[config.mk]
export PLATFORM = sky130hd
export DESIGN_NAME = byte_scatter_seq
export DESIGN_NICKNAME = d
export VERILOG_FILES = /design/src/rtl/scat_pkg.sv /design/src/rtl/scat_decode.sv /design/src/rtl/scat_pick.sv /design/src/rtl/scat_lane.sv /design/src/rtl/byte_scatter_seq.sv
export SDC_FILE = /design/constraint.sdc
export NUM_CORES = 1
export LEC_CHECK = 0
export BUFFER_PORTS_ARGS = -buffer_cell sky130_fd_sc_hd__buf_2
export CORE_AREA = 2 2 278 280
export DETAILED_ROUTE_END_ITERATION = 6
export DIE_AREA = 0 0 280 282
export PLACE_DENSITY = 0.65
export SETUP_SLACK_MARGIN = 0.02
export SLEW_MARGIN = 20
export SYNTH_ARGS = -nofsm -noshare
export SYNTH_HDL_FRONTEND = slang
export SYNTH_SLANG_ARGS = --single-unit
[constraint.sdc]
create_clock -name clk -period 6.6 [get_ports clk]
set_input_delay 0.33 -clock clk [delete_from_list [all_inputs] [get_ports clk]]
set_output_delay 0.33 -clock clk [all_outputs]
set_load 0.01 [all_outputs]
[src/rtl/scat_pkg.sv]
package scat_pkg;

  typedef enum logic [1:0] {
    ST_IDLE = 2'd0,
    ST_SCAN = 2'd1,
    ST_SEND = 2'd2
  } scat_state_t;

  typedef struct packed {
    logic legal;     // matches one of the two encodings
    logic wide;      // 64-bit element form
    logic zero_off;  // offset register field selects the zero register
  } scat_dec_t;

  localparam logic [10:0] OPC_NARROW = 11'b11100100010;
  localparam logic [10:0] OPC_WIDE   = 11'b11100100000;
  localparam logic [2:0]  OPC_MID    = 3'b001;

endpackage

[src/rtl/scat_decode.sv]
module scat_decode
  import scat_pkg::*;
(
  input  logic [31:0] word,
  output scat_dec_t   dec
);

  logic narrow_hit;
  logic wide_hit;
  logic unused_fields;

  assign narrow_hit = (word[31:21] == OPC_NARROW) && (word[15:13] == OPC_MID);
  assign wide_hit   = (word[31:21] == OPC_WIDE)   && (word[15:13] == OPC_MID);

  // Register-number fields for data, base and predicate are carried by the command itself
  assign unused_fields = ^word[12:0];

  always_comb begin
    dec.legal    = narrow_hit | wide_hit;
    dec.wide     = wide_hit;
    dec.zero_off = (word[20:16] == 5'd31);
  end

endmodule

[src/rtl/scat_pick.sv]
module scat_pick #(
  parameter int N  = 8,
  parameter int IW = 4
) (
  input  logic [N-1:0]  mask,
  input  logic [IW-1:0] from,
  output logic          found,
  output logic [IW-1:0] idx
);

  // Lowest set mask bit at or above 'from'
  always_comb begin
    found = 1'b0;
    idx   = '0;
    for (int i = 0; i < N; i++) begin
      if (!found && mask[i] && (IW'(i) >= from)) begin
        found = 1'b1;
        idx   = IW'(i);
      end
    end
  end

endmodule

[src/rtl/scat_lane.sv]
module scat_lane #(
  parameter int VLEN = 256,
  parameter int AW   = 3
) (
  input  logic [VLEN-1:0] base,
  input  logic [VLEN-1:0] src,
  input  logic            wide,
  input  logic [AW-1:0]   idx,
  input  logic [63:0]     offset,
  output logic [63:0]     addr,
  output logic [7:0]      byte_out
);

  localparam int NE  = VLEN / 32;
  localparam int NW  = VLEN / 64;
  localparam int AWW = (NW > 1) ? $clog2(NW) : 1;

  logic [31:0] base32 [NE];
  logic [63:0] base64 [NW];
  logic [7:0]  low32  [NE];
  logic [7:0]  low64  [NW];

  for (genvar g = 0; g < NE; g++) begin : g_narrow
    assign base32[g] = base[g*32 +: 32];
    assign low32[g]  = src[g*32 +: 8];
  end

  for (genvar g = 0; g < NW; g++) begin : g_wide
    assign base64[g] = base[g*64 +: 64];
    assign low64[g]  = src[g*64 +: 8];
  end

  logic [63:0] elem;

  always_comb begin
    if (wide) begin
      elem     = base64[idx[AWW-1:0]];
      byte_out = low64[idx[AWW-1:0]];
    end else begin
      elem     = {32'b0, base32[idx]};
      byte_out = low32[idx];
    end
    addr = elem + offset;
  end

endmodule

[src/rtl/byte_scatter_seq.sv]
module byte_scatter_seq
  import scat_pkg::*;
#(
  parameter int VLEN = 256
) (
  input  logic              clk,
  input  logic              rst,
  input  logic              cmd_valid,
  output logic              cmd_ready,
  input  logic [31:0]       cmd_insn,
  input  logic [VLEN-1:0]   cmd_base,
  input  logic [VLEN-1:0]   cmd_src,
  input  logic [VLEN/8-1:0] cmd_pred,
  input  logic [63:0]       cmd_offset,
  output logic              wr_valid,
  input  logic              wr_ready,
  output logic [63:0]       wr_addr,
  output logic [7:0]        wr_data,
  output logic              wr_stream,
  output logic              done,
  output logic              undef
);

  localparam int NE = VLEN / 32;
  localparam int NW = VLEN / 64;
  localparam int AW = $clog2(NE);
  localparam int IW = AW + 1;

  scat_state_t st;
  scat_dec_t   dec;

  logic            wide_q;
  logic [VLEN-1:0] base_q;
  logic [VLEN-1:0] src_q;
  logic [NE-1:0]   pmask_q;
  logic [63:0]     off_q;
  logic [IW-1:0]   cur_idx;

  logic [NE-1:0]   cmd_mask;
  logic            accept;
  logic [IW-1:0]   pick_from;
  logic            pick_found;
  logic [IW-1:0]   pick_idx;
  logic [63:0]     lane_addr;
  logic [7:0]      lane_byte;
  logic            unused_bits;

  scat_decode u_dec (
    .word (cmd_insn),
    .dec  (dec)
  );

  // Governing bit for element e: byte e*4 (narrow) or e*8 (wide)
  for (genvar g = 0; g < NE; g++) begin : g_mask
    if (g < NW) begin : g_both
      assign cmd_mask[g] = dec.wide ? cmd_pred[g*8] : cmd_pred[g*4];
    end else begin : g_narrow_only
      assign cmd_mask[g] = dec.wide ? 1'b0 : cmd_pred[g*4];
    end
  end

  assign unused_bits = ^{cmd_pred, cmd_src};

  assign cmd_ready = (st == ST_IDLE);
  assign accept    = cmd_valid && cmd_ready;
  assign pick_from = (st == ST_SCAN) ? '0 : cur_idx + IW'(1);

  scat_pick #(.N(NE), .IW(IW)) u_pick (
    .mask  (pmask_q),
    .from  (pick_from),
    .found (pick_found),
    .idx   (pick_idx)
  );

  scat_lane #(.VLEN(VLEN), .AW(AW)) u_lane (
    .base     (base_q),
    .src      (src_q),
    .wide     (wide_q),
    .idx      (pick_idx[AW-1:0]),
    .offset   (off_q),
    .addr     (lane_addr),
    .byte_out (lane_byte)
  );

  always_ff @(posedge clk) begin
    if (rst) begin
      st        <= ST_IDLE;
      wr_valid  <= 1'b0;
      wr_stream <= 1'b0;
      wr_addr   <= '0;
      wr_data   <= '0;
      done      <= 1'b0;
      undef     <= 1'b0;
      cur_idx   <= '0;
      pmask_q   <= '0;
      wide_q    <= 1'b0;
      off_q     <= '0;
    end else begin
      done  <= 1'b0;
      undef <= 1'b0;
      unique case (st)
        ST_IDLE: begin
          if (accept) begin
            if (!dec.legal) begin
              undef <= 1'b1;
            end else if (cmd_mask == '0) begin
              done <= 1'b1;
            end else begin
              wide_q  <= dec.wide;
              pmask_q <= cmd_mask;
              off_q   <= dec.zero_off ? 64'd0 : cmd_offset;
              st      <= ST_SCAN;
            end
          end
        end
        ST_SCAN: begin
          wr_valid  <= 1'b1;
          wr_stream <= 1'b1;
          wr_addr   <= lane_addr;
          wr_data   <= lane_byte;
          cur_idx   <= pick_idx;
          st        <= ST_SEND;
        end
        ST_SEND: begin
          if (wr_ready) begin
            if (pick_found) begin
              wr_addr <= lane_addr;
              wr_data <= lane_byte;
              cur_idx <= pick_idx;
            end else begin
              wr_valid  <= 1'b0;
              wr_stream <= 1'b0;
              done      <= 1'b1;
              st        <= ST_IDLE;
            end
          end
        end
        default: st <= ST_IDLE;
      endcase
    end
  end

  // Operand vectors: plain storage with no reset
  always_ff @(posedge clk) begin
    if (accept && dec.legal && (cmd_mask != '0)) begin
      base_q <= cmd_base;
      src_q  <= cmd_src;
    end
  end

  assert_hold_R9: assert property (@(posedge clk) disable iff (rst)
    (wr_valid && !wr_ready) |=> (wr_valid && $stable(wr_addr) && $stable(wr_data)));

  assert_order_R8: assert property (@(posedge clk) disable iff (rst)
    (wr_valid && wr_ready) |=> (!wr_valid || (cur_idx > $past(cur_idx))));

  assert_active_R7: assert property (@(posedge clk) disable iff (rst)
    wr_valid |-> pmask_q[cur_idx[AW-1:0]]);

  assert_stream_R10: assert property (@(posedge clk) disable iff (rst)
    wr_valid |-> wr_stream);

  assert_idle_quiet_R12: assert property (@(posedge clk) disable iff (rst)
    cmd_ready |-> !wr_valid);

  assert_undef_silent_R3: assert property (@(posedge clk) disable iff (rst)
    undef |-> (!done && !wr_valid));

endmodule

**After elaboration in Yosys (flattened, before gate mapping)**

Cells that the tools add are included.

- Logic and storage cells: 141
- Input port bits: 644
- Register bits: 642
- Memory bits (read-only): 0
- Output and inout bits: 77
- Memories kept: 0
- Latch bits: 0
- Memory bits (writable): 0

- Multipliers: 0
- Add/subtract/negate cells: 2
- Divide/modulo/power cells: 0
- Reductions and logical operators: 36
- Mux-type cells: 63
- Magnitude comparators: 10
- Bitwise gates (word level): 6
- Equality and inequality tests: 12
- Shift-type cells: 0

Operator list:

| operator | number |
|---|---|
| 2-to-1 mux 64 bit | 6 |
| binary-select mux 64 bit (select 2 bit) | 1 |
| one-hot mux 64 bit (2 select lines) | 1 |
| binary-select mux 32 bit (select 3 bit) | 1 |
| adder 64 bit | 1 |
| 2-to-1 mux 32 bit | 2 |
| 2-to-1 mux 8 bit | 7 |
| binary-select mux 8 bit (select 3 bit) | 1 |
| 2-to-1 mux 1 bit | 24 |
| equality test 11 bit, second input constant | 2 |
| logical AND 1 bit | 20 |
| binary-select mux 8 bit (select 2 bit) | 1 |
| greater-or-equal comparator 3 x 4 -> 1 bit, first input constant | 4 |
| one-hot mux 8 bit (2 select lines) | 1 |
| 2-to-1 mux 2 bit | 7 |
| 2-to-1 mux 3 bit | 4 |
| 2-to-1 mux 4 bit | 3 |
| greater-or-equal comparator 1 x 4 -> 1 bit, first input constant | 2 |
| greater-or-equal comparator 2 x 4 -> 1 bit, first input constant | 2 |
| logical NOT 8 bit | 1 |
| != test 2 bit, second input constant | 4 |
| one-hot mux 4 bit (2 select lines) | 1 |
| nonzero test 8 bit | 1 |
| logical NOT 1 bit | 7 |
| other kinds (20) | 25 |

**Longest topological paths before layout**

- Word-level depth: 42
- Mapped depth: 26
- Mapped depth without buffers: 24

**Hierarchy**

A second synthesis with hierarchy kept.

- Cells, all modules: 2212
- Area total of the unflattened synthesis: 30264.0 sq um

Modules (own cells, without submodules):

| module | cells each | instances | area an instance (sq um) |
|---|---|---|---|
| byte_scatter_seq | 1228 | 1 | 21526.9 |
| scat_lane | 935 | 1 | 8418.1 |
| scat_pick | 38 | 1 | 230.2 |
| scat_decode | 11 | 1 | 88.8 |

**Worst setup path after synthesis**

Ideal clock, no wire load.

- Kind: input -> register
- From: input port cmd_insn[14]
- To: register off_q[10]
- Data required time: 6.483 ns
- Data arrival time: 6.114 ns
- Path slack: 0.369 ns
- Stages: 9
- Path through: nand3b_1 > nor4_1 > nand4b_1 > nor2_1 > nand2_1 > inv_2 > nor2_1 > clkbuf_1 > a22o_1

- Longest elaborated chain between the ends: 6

RTL lines:

| item | line | text |
|---|---|---|
| start: declaration | byte_scatter_seq.sv:10 | `input logic [31:0] cmd_insn,` |
| equality test 3 x 1 -> 1 bit (*) | scat_decode.sv:12, scat_decode.sv:13 |  |
| logical AND 1 bit | scat_decode.sv:13 | `assign wide_hit = (word[31:21] == OPC_WIDE) && (word[15:13] == OPC_MID);` |
| 2-to-1 mux 1 bit (on tied branches) | byte_scatter_seq.sv:56, byte_scatter_seq.sv:58 |  |
| logical NOT 8 bit | byte_scatter_seq.sv:106 | `end else if (cmd_mask == '0) begin` |
| NOT 1 bit (no line) | n/a |  |
| AND reduction 4 bit (no line) (*) | n/a |  |
| end signal: assignment | byte_scatter_seq.sv:111 | `off_q <= dec.zero_off ? 64'd0 : cmd_offset;` |
| end: declaration | byte_scatter_seq.sv:36 | `logic [63:0] off_q;` |

Every way passes the cells marked *; elsewhere a longest branch is shown, timed or not.
A chain may end at the register's enable or synchronous reset.

**Worst setup path in the final report**

- From: register cur_idx[0]
- To: register wr_addr[57]

- Longest elaborated chain between the ends: 42

RTL lines:

| item | line | text |
|---|---|---|
| start: declaration | byte_scatter_seq.sv:37 | `logic [IW-1:0] cur_idx;` |
| start signal: assignment | byte_scatter_seq.sv:121 | `cur_idx <= pick_idx;` |
| start signal: assignment | byte_scatter_seq.sv:129 | `cur_idx <= pick_idx;` |
| adder 4 x 1 -> 4 bit (*) | byte_scatter_seq.sv:66 | `assign pick_from = (st == ST_SCAN) ? '0 : cur_idx + IW'(1);` |
| 2-to-1 mux 4 bit (*) | byte_scatter_seq.sv:66 |  |
| greater-or-equal comparator 1 x 4 -> 1 bit | scat_pick.sv:16 | `if (!found && mask[i] && (IW'(i) >= from)) begin` |
| logical AND 1 bit | scat_pick.sv:16 |  |
| 2-to-1 mux 1 bit | scat_pick.sv:16 |  |
| logical NOT 1 bit | scat_pick.sv:16 |  |
| logical AND 1 bit (2 in a row) | scat_pick.sv:16 |  |
| 2-to-1 mux 1 bit | scat_pick.sv:16 |  |
| [... 24 more ...] | n/a |  |
| NOT 3 -> 4 bit (implied by the code) / NOT 2 -> 3 bit (equally long branches) | scat_lane.sv:40, scat_lane.sv:37 |  |
| binary-select mux 32 bit (select 3 bit) / binary-select mux 64 bit (select 2 bit) (equally long branches) | scat_lane.sv:40, scat_lane.sv:37 |  |
| 2-to-1 mux 32 bit (implied by the code) / 2-to-1 mux 64 bit (equally long branches) (2 in a row) | scat_lane.sv:40, scat_lane.sv:37 |  |
| 2-to-1 mux 64 bit | scat_lane.sv:36 | `if (wide) begin` |
| adder 64 bit | scat_lane.sv:43 | `addr = elem + offset;` |
| 2-to-1 mux 64 bit | byte_scatter_seq.sv:126 | `if (pick_found) begin` |
| 2-to-1 mux 64 bit | byte_scatter_seq.sv:125 | `if (wr_ready) begin` |
| one-hot mux 64 bit (2 select lines) | byte_scatter_seq.sv:101 | `unique case (st)` |
| end signal: assignment | byte_scatter_seq.sv:119 | `wr_addr <= lane_addr;` |
| end signal: assignment | byte_scatter_seq.sv:127 | `wr_addr <= lane_addr;` |
| end: declaration | byte_scatter_seq.sv:17 | `output logic [63:0] wr_addr,` |

Every way passes the cells marked *; elsewhere a longest branch is shown, timed or not. The select of a mux whose other input is x is not followed.

==> flow_summary.yaml <==
placement:
  gp_congestion: 0.889
  dp_hpwl_um: 65200
  io_buffers: 491
  post-place-ws_ns: 0.237
  dpl_cell_area_um2: 27600
worst_setup_path:
  r2r_slack_ns: 0.36
  cp-end-kind: "flop"
  crit_type: "flop to flop"
  reg2reg_to: "wr_addr[57]"
  worstSetupStartpointType: "flop"
  timing.rr.start: "cur_idx[0]"
  worstPathArrival_ns: 6.75
  crit_path_max_fanout: 38
  r2r_cells: 23
  crit_required_ns: 7.11
floorplanning:
  fp.coreArea_um2: 75700
  row_count: 101
  die_area_um2: 79000
  ios: 721
  die_y_um: 282
  initial_core_util_pct: 30.9
  die_x_um: 280
timing:
  rsz0062_at_grt: "true"
  max_slew.worst_pin.slew_ns: 1.08
  setup_viol: 0
  tns_ns: 0
  worst_clock_skew_ns: 0.0388
  slew_violations: 0
  worst_slack_ns: 0.356
  max_freq_mhz: 160
  finalCritPeriodShare_pct: 94.6
  max_slew_margin_pct: 26.9
  hold_violations: 0
  period_minus_slack_ns: 6.24
finish:
  most-common-layout-cells: "490 x buf_2, 414 x nor2_1, 391 x dlygate4sd3_1, 320 x edfxtp_1, 195 x nor3_1"
  fin_nets: 3950
  design_area_um2: 33600
  final_util_pct: 44.4
  drive_above_1_share_pct: 23.4
  nFillCells: 6978
  area_growth_pct: 43.7
  mostFrequentLayoutCell: "buf_2"
power:
  ir_drop_uv: 203
  clkPwrFrac_pct: 48.2
  comb_power_share_pct: 5.4
  power_switching_uw: 1440
  pwr_density_cell_nw_per_um2: 203
  switching_share_pct: 21.2
  pwr-share-seq_pct: 46.4
  total_leakage_power_uw: 0.0134
  p_int_uw: 5370
routing:
  via_count: 22112
  totalWireLength_um: 92800
  dr.first_iter.drc_count: 1823
  post_drt_via_cell_ratio: 5.17
  wire_per_inst_um: 21.7
  first_pass_iters: 5
  antenna_left: 0
  drc: 0
clock_tree:
  htree_num_levels: 2
  cts-buffers-inserted: 56
  ctsRootBufferMaster: "clkbuf_16"
  clockBufferDepth: 3
  cts_tree: "done"
  clkLatencyLatePin_ns: 0.63
  cts_sinks: 473
  clk_pin_slew_ns: 0.06
logic_synthesis:
  ys_seq_area_share_pct: 54.2
  synth_area_um2: 23400
  avgSynthCellArea_um2: 10.1
  synth_edf_count: 320
  async_flop_share_pct: 0
  syn_inst: 2322
  ys_seq_elements: 473
  yosysUniqueCellTypes: 71
  syn_nets: 3031
  yosys_warnings: 0
  ys.flop_type: "edfxtp_1"
grt:
  grt_pass1_wl_um: 133000
  grt_max_degree: 151
  grt_pass1_vias: 21696
  antenna_found_initial: 28
  grt_overflow: 0
  grt_usage_pct: 22.6
min_path:
  min_path_cells: 3
  min_from: "cmd_pred[4]"
  hold_end: "pmask_q[1]"
  hold_path_class: "primary input to flop"
run_status:
  outcome: "complete, no violations"
job:
  cap_violations: 0
[worst max-delay path: stages, from the launching register on]
cell and delay (ns):
dfxtp_1 0.38, ha_1 0.36, inv_1 0.08, o31a_1 0.33
o31a_1 0.40, o32a_4 0.48, buf_12 0.17, buf_12 0.16
nor2_1 0.15, nor3_1 0.08, o31ai_1 0.28, o21ai_1 0.17
buf_4 0.21, ha_1 0.36, o211ai_1 0.11, o21bai_1 0.29
o211a_1 0.23, and3b_2 0.27, nor4_2 0.37, o2111ai_1 0.30
a21oi_1 0.40, a31oi_1 0.15, xor2_1 0.16, a211oi_1 0.22
[flip-flops by register name, summed over array words and instances (netlist names)]
signal	flops
base_q	256
cur_idx	3
done	1
off_q	64
pmask_q	8
src_q	64
st	2
undef	1
wide_q	1
wr_addr	64
wr_data	8
wr_stream	1
[worst max path at each step]
stage / start / end / slack [ns] / depth (start not counted)
final: cur_idx[0] / wr_addr[57] / 0.36 / 23
after global routing: cur_idx[0] / wr_addr[57] / 0.009 / 23
after CTS: cur_idx[0] / wr_addr[62] / 0.22 / 27
after detailed placement: cur_idx[0] / wr_addr[62] / 0.24 / 27
after global placement: cur_idx[0] / wr_addr[62] / 0.30 / 27
after floorplan: cmd_insn[14] / off_q[10] / 0.37 / 9
[routing by layer]
metal | GRT usage [%] | up-vias | wire length [µm]
li1 | - | 10501 | -
met1 | 31.1 | 10478 | 41600
met2 | 35.5 | 935 | 41100
met3 | 5.29 | 176 | 7540
met4 | 6.46 | 22 | 2450
met5 | 0 | - | 139
[kinds of logic after synthesis]
group,count (synthesis),synth area share (%)
simple gates,913,17.3
xor+xnor,43,1.61
flops,473,54.2
fa+ha+maj,65,3.51
buf+inv,177,3.28
mux,27,2.12
compound gates,624,18.0
[cell usage after synthesis, types with 10 or more instances]
library cell	instances	area [µm²]
nor2_1	417	1570
buf_2	37	185
o21ai_1	33	165
buf_1	20	75.1
nand2b_1	34	213
inv_1	22	82.6
nand4_1	19	119
o311ai_0	28	245
a21o_1	50	375
xor2_1	23	201
nand2_1	148	556
o21a_1	46	345
a211oi_1	19	143
o31ai_1	35	263
a22o_1	65	569
edfxtp_1	320	9610
a21oi_1	107	536
ha_1	64	801
mux4_2	18	405
nor3_1	195	976
o21ai_0	123	616
nor2b_1	10	62.6
o211ai_1	44	330
dfxtp_1	153	3060
clkbuf_1	89	334
nand3_1	36	180
a31oi_1	11	68.8
xnor2_1	20	175
and3_1	11	68.8
[timing repair]
action | 4_1_cts | 5_1_grt
buffers inserted | 0 | 8
resized for setup | 0 | 17
setup endpoints to repair | 0 | 31
endpoints found under the hold margin | 391 | 0
hold buffers | 391 | 0
[cell type report]
type	count	area [µm²]	area share (%)
timing repair buffer	1014	7540	22.4
antenna	9	22.5	0.0670
inverter	23	93.8	0.279
clock inverter	34	415	1.24
tap	978	1220	3.64
multi-input combinational	1673	10100	30.1
clock buffer	70	1540	4.58
sequential	473	12700	37.7
[per-stage QoR]
| stage | hold slack, ns | std cells | total power [µW] |
|---|---|---|---|
| after floorplan | 0.426 | 2322 | 3240 |
| after global routing | 0.00451 | 4271 | 7000 |
| after detailed placement | 0.441 | 3761 | 3390 |
| after CTS | 0.00309 | 4256 | 6850 |
| final | 0.0412 | 4274 | 6810 |
| after global placement | 0.437 | 3761 | 3390 |
[power groups by stage]
stage	clock network (µW)	logic, µW	registers (µW)
floorplan	0	18.0	3220
global placement	0	164	3220
detailed placement	0	165	3220
CTS	3340	355	3160
global route	3460	386	3160
finish	3280	366	3160
Power figures use the tool's default switching activity.
